**config.mk**
```make
export PLATFORM = sky130hd
export DESIGN_NAME = fft_unscrambler
export DESIGN_NICKNAME = d
export VERILOG_FILES = /design/src/rtl/unscr_pkg.sv /design/src/rtl/unscr_addr_gen.sv /design/src/rtl/unscr_buffer.sv /design/src/rtl/fft_unscrambler.sv
export SDC_FILE = /design/constraint.sdc
export NUM_CORES = 1
export LEC_CHECK = 0
export CORE_AREA = 2 2 212 162
export CTS_CLUSTER_SIZE = 12
export DETAILED_ROUTE_END_ITERATION = 16
export DIE_AREA = 0 0 214 164
export DONT_BUFFER_PORTS = 1
export PLACE_DENSITY = 0.77
export SYNTH_ARGS = -nofsm -noshare
export SYNTH_HDL_FRONTEND = slang
export SYNTH_HIERARCHICAL = 1
export SYNTH_SLANG_ARGS = --single-unit
export TNS_END_PERCENT = 5
```
**constraint.sdc**
```tcl
create_clock -name clk -period 11.6 [get_ports clk]
set_input_delay 0.58 -clock clk [delete_from_list [all_inputs] [get_ports clk]]
set_output_delay 0.58 -clock clk [all_outputs]
set_load 0.01 [all_outputs]
```
**src/rtl/unscr_pkg.sv**
```systemverilog
`timescale 1ns/1ps
package unscr_pkg;

    typedef enum logic {
        ADDR_NATURAL  = 1'b0,
        ADDR_REVERSED = 1'b1
    } addr_mode_e;

    // Even quarters use natural slot order for writing, odd quarters reversed.
    function automatic addr_mode_e mode_of_quarter(input logic [1:0] quarter);
        return quarter[0] ? ADDR_REVERSED : ADDR_NATURAL;
    endfunction

    // Output of quarter 0 starts while quarter 1 is being written.
    localparam logic [1:0] SOF_QUARTER = 2'd1;

endpackage

```
**src/rtl/unscr_addr_gen.sv**
```systemverilog
`timescale 1ns/1ps
module unscr_addr_gen
    import unscr_pkg::*;
#(
    parameter int LOG2N = 6
) (
    input  logic                 clk,
    input  logic                 rst,
    input  logic                 adv,
    output logic [LOG2N-3:0]     addr,
    output logic                 primed,
    output logic                 frame_head
);
    localparam int K = LOG2N - 2;

    logic [K-1:0] pos;
    logic [K-1:0] pos_rev;
    logic [1:0]   quarter;
    addr_mode_e   mode;

    generate
        for (genvar i = 0; i < K; i++) begin : g_rev
            assign pos_rev[i] = pos[K-1-i];
        end
    endgenerate

    assign mode       = mode_of_quarter(quarter);
    assign addr       = (mode == ADDR_REVERSED) ? pos_rev : pos;
    assign frame_head = (quarter == SOF_QUARTER) && (pos == '0);

    always_ff @(posedge clk) begin
        if (rst) begin
            pos     <= '0;
            quarter <= 2'd0;
            primed  <= 1'b0;
        end else if (adv) begin
            pos <= pos + 1'b1;
            if (&pos) begin
                quarter <= quarter + 2'd1;
                primed  <= 1'b1;
            end
        end
    end
endmodule

```
**src/rtl/unscr_buffer.sv**
```systemverilog
`timescale 1ns/1ps
module unscr_buffer #(
    parameter int DEPTH = 16,
    parameter int AW    = 4,
    parameter int DW    = 32
) (
    input  logic          clk,
    input  logic          wen,
    input  logic [AW-1:0] addr,
    input  logic [DW-1:0] wdata,
    output logic [DW-1:0] rdata
);
    logic [DW-1:0] mem [DEPTH];

    // Read of the old word and write of the new one share one address.
    assign rdata = mem[addr];

    always_ff @(posedge clk) begin
        if (wen) begin
            mem[addr] <= wdata;
        end
    end
endmodule

```
**src/rtl/fft_unscrambler.sv**
```systemverilog
`timescale 1ns/1ps
module fft_unscrambler
    import unscr_pkg::*;
#(
    parameter int LOG2N = 6,
    parameter int W     = 16
) (
    input  logic                clk,
    input  logic                rst,
    input  logic                in_valid,
    input  logic signed [W-1:0] in_re,
    input  logic signed [W-1:0] in_im,
    output logic                out_valid,
    output logic                out_sof,
    output logic signed [W-1:0] out_re,
    output logic signed [W-1:0] out_im
);
    localparam int K  = LOG2N - 2;
    localparam int M  = 1 << K;
    localparam int DW = 2 * W;

    typedef struct packed {
        logic signed [W-1:0] re;
        logic signed [W-1:0] im;
    } sample_t;

    logic [K-1:0]  slot;
    logic          primed;
    logic          frame_head;
    sample_t       wr_s;
    sample_t       rd_s;
    logic [DW-1:0] rd_bits;

    assign wr_s = '{re: in_re, im: in_im};
    assign rd_s = sample_t'(rd_bits);

    unscr_addr_gen #(.LOG2N(LOG2N)) u_addr (
        .clk        (clk),
        .rst        (rst),
        .adv        (in_valid),
        .addr       (slot),
        .primed     (primed),
        .frame_head (frame_head)
    );

    unscr_buffer #(.DEPTH(M), .AW(K), .DW(DW)) u_buf (
        .clk   (clk),
        .wen   (in_valid),
        .addr  (slot),
        .wdata (wr_s),
        .rdata (rd_bits)
    );

    always_ff @(posedge clk) begin
        if (rst) begin
            out_valid <= 1'b0;
            out_sof   <= 1'b0;
            out_re    <= '0;
            out_im    <= '0;
        end else begin
            out_valid <= in_valid && primed;
            out_sof   <= in_valid && primed && frame_head;
            if (in_valid && primed) begin
                out_re <= rd_s.re;
                out_im <= rd_s.im;
            end
        end
    end
endmodule

```
=== Yosys cells after proc, flatten, opt, wreduce, memory -nomap -nowiden ===
Memories as Yosys holds them, arrays and structs flattened. A register that Yosys moved wholly into a read port is not among the register bits.
Index checks and enable logic that the tools add are counted.

* Memories: 1
* Latch bits: 0
* Bits in registers: 9
* ROM bits: 0
* Input port bits: 35
* Output and inout port bits: 34
* Word-level logic and storage cells: 18
* Bits in writable memories: 512

{| class="wikitable"
|+ Memory list
! name !! depth !! bits a word !! read ports !! clocked after memory_dff !! write ports !! line !! text
|-
| u_buf.mem || 16 || 32 || 1 || 1 || 1 || unscr_buffer.sv:13 || <nowiki>logic [DW-1:0] mem [DEPTH];</nowiki>
|}

* $add $sub $neg: 2
* Magnitude comparators: 0
* Reduce and logical (&&, ||, !) cells: 5
* Mux-type cells: 4
* Shift operators: 0
* Eq/ne operators: 1
* Div/mod/pow operators: 0
* Multiply operators: 0
* Bitwise logic cells: 0

{| class="wikitable"
|+ Operator list
! cell !! number
|-
| 5-bit AND reduction || 1
|-
| 4-bit by 1-bit adder with 4-bit output, second input constant || 1
|-
| 4-bit zero test || 1
|-
| 4-bit two-way mux || 1
|-
| 1-bit logical AND || 3
|-
| 1-bit two-way mux || 3
|-
| 2-bit by 1-bit adder with 2-bit output, second input constant || 1
|-
| 2-bit by 1-bit equality test with 1-bit output, second input constant || 1
|}

=== Logic depth before layout (Yosys ltp) ===
Gate-level depths: netlist of run 1.

* Depth in word-level cells: 3
* Depth in mapped cells: 11
* Mapped depth without buffers: 7

=== Hierarchy ===
The synthesis of run 1 kept the hierarchy.

{| class="wikitable"
|+ By module, submodules not included
! module !! cells an instance !! times used !! area an instance (um2)
|-
| unscr_buffer || 808 || 1 || 19222.2
|-
| fft_unscrambler || 151 || 1 || 1539.0
|-
| unscr_addr_gen || 44 || 1 || 381.6
|}

=== Worst setup path before layout of run 1 ===
No wires, ideal clock.

* Path kind: register -> register
* Start: register u_addr.quarter[0]
* End: memory u_buf.mem[0][0], enable pin
* Data required time: 11.139 ns
* Path slack: 7.429 ns
* Data arrival time: 3.710 ns
* Cell stages (with the launch flop): 5
* Library setup time: 0.461 ns
* Clock period less this slack: 4.171 ns
* Path through: dfxtp_1 -> clkbuf_1 -> mux2_1 -> or3b_2 -> nor3_1

* Longest elaborated chain between the ends: 2

{| class="wikitable"
|+ RTL lines
! what !! line !! text
|-
| from (decl) || unscr_addr_gen.sv:18 || <nowiki>logic [1:0] quarter;</nowiki>
|-
| from (signal assigned) || unscr_addr_gen.sv:39 || <nowiki>quarter <= quarter + 2'd1;</nowiki>
|-
| 1-bit two-way mux || unscr_pkg.sv:11 || <nowiki>return quarter[0] ? ADDR_REVERSED : ADDR_NATURAL;</nowiki>
|-
| 4-bit two-way mux || unscr_addr_gen.sv:28 || <nowiki>assign addr = (mode == ADDR_REVERSED) ? pos_rev : pos;</nowiki>
|-
| via slot[2] || fft_unscrambler.sv:27 || <nowiki>logic [K-1:0] slot;</nowiki>
|-
| to (decl) || unscr_buffer.sv:13 ||
|}

The timed path passes the listed nets, and every way through them passes these cells.

=== Worst setup path after layout of run 1 ===
* Start: register u_addr.pos[1]
* End: memory u_buf.mem[7][21], enable pin

* Longest elaborated chain between the ends: 1

{| class="wikitable"
|+ RTL lines
! what !! line !! text
|-
| from (decl) || unscr_addr_gen.sv:16 || <nowiki>logic [K-1:0] pos;</nowiki>
|-
| from (signal assigned) || unscr_addr_gen.sv:37 || <nowiki>pos <= pos + 1'b1;</nowiki>
|-
| 4-bit two-way mux || unscr_addr_gen.sv:28 ||
|-
| via slot[1] || fft_unscrambler.sv:27 ||
|}

The timed path passes the listed nets, and every way through them passes these cells.

==> reports/results.ini, run 1 <==
[setup_path]
r2r_slack_ns=7.59
crit_fanout=43
start_kind=flip-flop
r2r_start=u_addr/pos[1]
crit_path_end_kind=flip-flop
reg2reg_to=u_buf/mem[7][21]
max_stage_delay_ns=1.14
critical_path_class=reg -> reg
cp.required_ns=11.77
worst_ep_arrival_time_ns=4.18
crit_chain=inv_1 -> o21ai_4 -> buf_4 -> nand2_1 -> nor2_4
reg2reg_depth=5
critPathSlowestCell=nor2_4
cp-startpoint=u_addr/pos[1]

[yosys]
synth_warnings=6
postSynthCellCount=1003
ys_top_cells_by_area=edfxtp_1 73%, mux4_2 14%, dfxtp_1 3.9%
ys_seq_area_share_pct=76.6
synth_top_area_share_pct=72.7
synth_area_leader_cell=edfxtp_1
avgSynthCellArea_sq_um=21.1
ys_types=33
syn_area_sq_um=21100
ys_ff_latch=553
syn_nets=1041

[route]
wl_per_cell_microns=29.8
route.vias.total=10200
vias_per_cell=6.76
postRouteAntennaNets=0
drc=0
drt_wl_total_microns=44800
drt_pass1_iterations=5
initialDrtViolationCount=1289

[pwr]
cellLeakagePower_nw=7.06
p_int_mw=3.21
combPwrFrac_pct=5.2
p_per_area_nw_per_um2=173
p_seq_share_pct=55.1
vdd_drop_max_mv=0.116
p_clk_share_pct=39.7
p_sw_mw=0.802
p_sw_share_pct=20.0

[cts]
clockRootBuffer=clkbuf_16
numCtsBuffers=53
clockBufferDepth=3
cts_hold_buf=0
cts_resized=0
clk_latency_ns=0.57
cts_tree=done
cts_setup_buffers=0
cts_num_sinks=553
clk_pin_slew_ns=0.06
cts.htree.levels=2

[sta]
fmax_ghz=0.249
finalCriticalPeriod_ns=4.01
worst-slew-pin-transition_ns=1.33
finalClockSkew_ns=0.0153
max_slew_margin_pct=10.9
finalSetupViolCount=0
rsz0062_at_grt=no
tns_ns=0
layout_setup_ws_ns=7.59
maxSlewViolCount=0
finalCritPeriodShare_pct=34.6
report.final.hold_viol_count=0

[min_path]
holdPathStages=1
min_path_type=in -> reg
hold_end=out_re[11]
hp-start=rst

[cells_and_area]
nets=1049
fin_cells=1504
area_growth_pct=9.81
fill_cells=1934
layout_commonest_cell=edfxtp_1
layout_common_cells=512 x edfxtp_1, 128 x mux4_2, 64 x a22oi_1
diodes=0
drive_gt1_share_pct=25.0
stdcell_area_sq_um=23200

[placement]
place_inst=1406
pre_cts_ws_ns=7.66
gp_congestion=0.717
numPortBuffers=0
dp_hpwl_microns=23900
dpl-instance-area_sq_um=21600

[global_routing]
grt_max_degree=93
grt_pass1_wl_microns=67000
grt_pass1_vias=10400
antenna_found_initial=0
grt_use_total_pct=26.5
overflow=0

[die]
die_area_sq_um=35100
die_width_microns=214
ioPinCount=69
row_count=58
die_h_microns=164
core_sq_um=33000
initial_core_util_pct=64.0

[job]
cap_violations=0

[run_status]
outcome=finished, final reports clean

==> through the flow <==
stage	total power [mW]	hold slack, ns	utilization (%)
final	4.01	0.0596	70.3
after global routing	4.13	0.0334	70.3
after CTS	4.04	0.0393	70.3
after detailed placement	2.46	0.549	65.5
after floorplan	2.42	0.458	-
after global placement	2.45	0.534	65.5
==> worst max-delay path: cells and delay by family (launching register included) <==
family	cells	cell delay [ns]
AND/OR/NAND/NOR	2	1.58
AO/OA/AOI/OAI	1	0.81
buffers and inverters	2	0.80
flip-flops	1	0.39
==> layer usage <==
layer  global-route usage (%)  wire [microns]  vias to the layer above
li1                         -               -                     4175
met2                     42.1           21800                      596
met1                     38.2           17900                     5336
met4                     7.02             822                        0
met3                     5.81            4340                       65
met5                        0               0                        -
==> cell type report <==
cell class,count,area (sq um),share of cell area (%)
clock buffer,93,1520,6.54
timing repair buffer,20,163,0.701
clock inverter,5,60.1,0.259
sequential,553,16200,69.8
multi-input combinational,380,4700,20.3
inverter,3,11.3,0.0485
tap,450,563,2.43
==> state kept, by name, indices dropped and copies added (netlist names) <==
signal          cells
out_sof             1
out_im             16
u_addr/primed       1
u_addr/quarter      2
u_addr/pos          4
u_buf/mem         512
out_valid           1
out_re             16
==> how the worst max path moves through the flow <==
stage / endpoint / slack [ns] / cells after the start
2_1_floorplan: u_buf/mem[0][0] / 7.43 / 4
3_3_place_gp: u_buf/mem[7][6] / 7.75 / 5
3_5_place_dp: u_buf/mem[7][6] / 7.66 / 5
4_1_cts: u_buf/mem[7][21] / 7.59 / 5
5_1_grt: u_buf/mem[7][23] / 7.41 / 5
6_report: u_buf/mem[7][21] / 7.59 / 5
==> kinds of logic (layout without fill, tap and decap cells) <==
kind of cell | count (synthesis) | after routing | synth area share [%]
AOI/OAI and AO/OA | 134 | 134 | 5.02
xor gates and xnor gates | 3 | 3 | 0.124
and+or+nand+nor | 109 | 109 | 2.40
buffers and inverters | 70 | 121 | 1.89
adders and majority gates | 3 | 3 | 0.178
muxes | 131 | 131 | 13.8
DFF | 553 | 553 | 76.6
==> cells in the mapped netlist <==
| cell | number |
|---|---|
| edfxtp_1 | 512 |
| mux4_2 | 128 |
| a22oi_1 | 64 |
| dfxtp_1 | 41 |
| nand2_1 | 38 |
| nand3_1 | 34 |
| clkbuf_1 | 32 |
| a21bo_1 | 22 |
| nor2_1 | 20 |
| a21oi_1 | 17 |
| a21oi_2 | 17 |
| buf_2 | 16 |
| buf_6 | 12 |
| a21bo_2 | 10 |
| buf_4 | 6 |
| nor3_1 | 5 |
| ha_1 | 3 |
| inv_1 | 3 |
| nand2b_1 | 3 |
| o21ai_1 | 3 |
| mux2_1 | 2 |
| nand3b_1 | 2 |
| nor2b_1 | 2 |
| xnor2_1 | 2 |
| a211oi_2 | 1 |
| and2_1 | 1 |
| and2_4 | 1 |
| and4_4 | 1 |
| clkbuf_4 | 1 |
| mux2i_1 | 1 |
| nor3b_2 | 1 |
| or3b_2 | 1 |
| xor2_1 | 1 |
==> power by group through the flow <==
stage	sequential, mW	clock, mW	combinational [mW]
after floorplan	2.25	0	0.170
after global placement	2.25	0	0.206
after CTS	2.21	1.62	0.210
after detailed placement	2.25	0	0.208
after global routing	2.21	1.70	0.223
final	2.21	1.59	0.208
Note: power is estimated with default switching activity, not from simulation.
==> inputs of run 2 (changes only) <==
--- a/config.mk
+++ b/config.mk
@@ -5,12 +5,12 @@
 export SDC_FILE = /design/constraint.sdc
 export NUM_CORES = 1
 export LEC_CHECK = 0
-export CORE_AREA = 2 2 212 162
+export CORE_AREA = 2 2 226 172
 export CTS_CLUSTER_SIZE = 12
 export DETAILED_ROUTE_END_ITERATION = 16
-export DIE_AREA = 0 0 214 164
+export DIE_AREA = 0 0 228 174
 export DONT_BUFFER_PORTS = 1
-export PLACE_DENSITY = 0.77
+export PLACE_DENSITY = 0.72
 export SYNTH_ARGS = -nofsm -noshare
 export SYNTH_HDL_FRONTEND = slang
 export SYNTH_HIERARCHICAL = 1
==> constraint.sdc (replaced) <==
create_clock -name clk -period 3.4 [get_ports clk]
set_input_delay 0.17 -clock clk [delete_from_list [all_inputs] [get_ports clk]]
set_output_delay 0.17 -clock clk [all_outputs]
set_load 0.01 [all_outputs]
==> run 2 against run 1 <==
Critical path depth up 2; flip-flop and latch count unchanged; design area is 3.4% higher; global-route usage decreased by 2.7 points; routed wire length increased by 1.5%; setup slack lost 7.3 ns; largest power group unchanged.
==> reports/results.ini, run 2 (same netlist as run 1, synthesis figures left out) <==
[cts]
cts_tree=done
cts_resized=0  ; unchanged
numCtsBuffers=53  ; unchanged
cts.htree.levels=2  ; unchanged
clockBufferDepth=3  ; unchanged
clk_pin_slew_ns=0.06  ; about the same
cts_num_sinks=553  ; unchanged
clockRootBuffer=clkbuf_16
clk_latency_ns=0.58  ; about the same

[cells_and_area]
seq_area_sq_um=16200  ; unchanged
drive_gt1_share_pct=26.3  ; +1.3 points
fill_cells=2553  ; +32%
nets=1115  ; +6.3%
stdcell_area_sq_um=24000  ; +3.4%
multi_input_area_sq_um=4710  ; +0.13%
largest_reg_flops=512  ; unchanged
final_util_pct=63.7  ; -6.6 points
layout_commonest_cell=edfxtp_1
diodes=0  ; unchanged
area_growth_pct=13.6
layout_common_cells=512 x edfxtp_1, 128 x mux4_2, 64 x a22oi_1
fin_cells=1631  ; +8.4%
top_register=u_buf/mem
largestRegisters=u_buf/mem x512, out_im x16, out_re x16

[placement]
pre_cts_ws_ns=0.528  ; -7.13 ns
gp_congestion=0.743  ; +3.6%
dp_hpwl_microns=25400  ; +6.4%
dpl-instance-area_sq_um=22000  ; +1.8%
numPortBuffers=0  ; unchanged
place_inst=1495  ; +6.3%

[sta]
fmax_ghz=0.320  ; +28%
max_slew_margin_pct=27.8  ; +17 points
finalCriticalPeriod_ns=3.13  ; -0.885 ns
finalClockSkew_ns=0.0151  ; -0.000222 ns
hold_ws_ns=0.0356  ; -0.0239 ns
tns_ns=0  ; unchanged
finalCritPeriodShare_pct=92.0  ; +57 points
layout_setup_ws_ns=0.272  ; -7.31 ns
rsz0062_at_grt=no
report.final.hold_viol_count=0  ; unchanged
maxSlewViolCount=0  ; unchanged
worst-slew-pin-transition_ns=1.08  ; -0.250 ns
finalSetupViolCount=0  ; unchanged

[setup_path]
path_depth=7  ; +2
max_stage_delay_ns=0.95  ; -0.19 ns
start_kind=flip-flop
cp.required_ns=3.93  ; -7.84 ns
critical_path_class=reg -> reg
crit_chain=mux2_1 -> and2_2 -> a22oi_1 -> nand2_1 -> nand3_1 -> a21oi_2 -> dlygate4sd3_1
crit_path_end_kind=flip-flop
r2r_slack_ns=0.27  ; -7.31 ns
r2r_start=u_addr/quarter[0]
path_delay_family=simple AND/OR/NAND/NOR gates
worst_ep_arrival_time_ns=3.65  ; -0.53 ns
cp-endpoint=out_re[11]
critPathBufInv=1  ; -1
cp-startpoint=u_addr/quarter[0]
critPathSlowestCell=and2_2
reg2reg_depth=7  ; +2
crit_fanout=32  ; -26%
reg2reg_to=out_re[11]

[route]
drc=0  ; unchanged
postRouteAntennaNets=0  ; unchanged
vias_per_cell=6.24  ; -7.8%
drt_wl_total_microns=45500  ; +1.5%
route.vias.total=10200  ; +0.039%
wl_per_cell_microns=27.9  ; -6.4%
drt_pass1_iterations=5  ; unchanged
initialDrtViolationCount=1287  ; -0.16%

[global_routing]
grt_use_total_pct=23.8  ; -2.7 points
grt_max_degree=68  ; -27%
grt_pass1_wl_microns=69300  ; +3.6%
grt_pass1_vias=10500  ; +1.3%
antenna_found_initial=1  ; +1
overflow=0  ; unchanged

[die]
ioPinCount=69  ; unchanged
initial_core_util_pct=56.1  ; -8.0 points
die_width_microns=228  ; +6.5%
row_count=62  ; +6.9%
core_sq_um=37700  ; +14%
die_area_sq_um=39700  ; +13%
die_h_microns=174  ; +6.1%

[min_path]
min_path_type=in -> reg

[pwr]
p_per_area_nw_per_um2=575  ; +230%
vdd_drop_max_mv=0.325  ; +180%
cellLeakagePower_nw=7.41  ; +5.0%
total_power_mw=13.8  ; +240%

[run_status]
outcome=finished, final reports clean

[job]
cap_violations=0  ; unchanged

## run 2: cell count changes in the layout (fill, tap and decap cells not counted), sizes merged
cell         before  now
inv               3    4
bufinv            1    0
buf              20   51
dlygate4sd3       0   35
clkinv            4    2
clkbuf           93   94
## run 2: layout make-up
| type | instances | area share [%] |
|---|---|---|
| inverter | 3 | 0.0469 |
| clock inverter | 3 | 0.0729 |
| sequential | 553 | 67.4 |
| tap | 512 | 2.67 |
| timing repair buffer | 86 | 3.69 |
| clock buffer | 94 | 6.47 |
| multi-input combinational | 380 | 19.6 |
## run 2: where the power goes
part | internal (mW) | switching (mW) | total, mW | leakage (nW)
registers | 7.51 | 0.0198 | 7.53 | 4.96
logic | 0.396 | 0.467 | 0.863 | 1.71
clock network | 3.06 | 2.35 | 5.41 | 0.752
total | 11.0 | 2.84 | 13.8 | 7.41
## run 2: repair_timing
action | CTS | global route
hold buffers | 37 | 0
setup buffers | 0 | 2
endpoints found under the setup margin | 0 | 1
hold endpoints to repair | 553 | 0
## run 2: worst reg2reg max path, stage by stage, from the launching register on
cell           delay [ns]
dfxtp_1              0.58
mux2_1               0.46
and2_2               0.95
a22oi_1              0.17
nand2_1              0.14
nand3_1              0.09
a21oi_2              0.14
dlygate4sd3_1        0.55
## run 2: worst min-delay path by stage
stage              from         endpoint  slack (ns)  cells past startpoint
5_1_grt        in_valid        out_im[2]        0.06                      3
3_3_place_gp        rst       out_re[10]        0.24                      1
3_5_place_dp        rst       out_re[10]        0.24                      1
6_report       in_valid       out_re[14]        0.04                      3
4_1_cts        in_valid       out_re[14]        0.02                      3
2_1_floorplan  in_im[0]  u_buf/mem[0][0]        0.27                      0
## run 2: per-layer routing
metal	wire (microns)	up-vias	GRT usage, %
met4	761	0	5.56
met2	21600	459	36.8
met1	19200	5335	35.5
li1	-	4319	-
met3	3940	63	4.81
met5	0	-	0
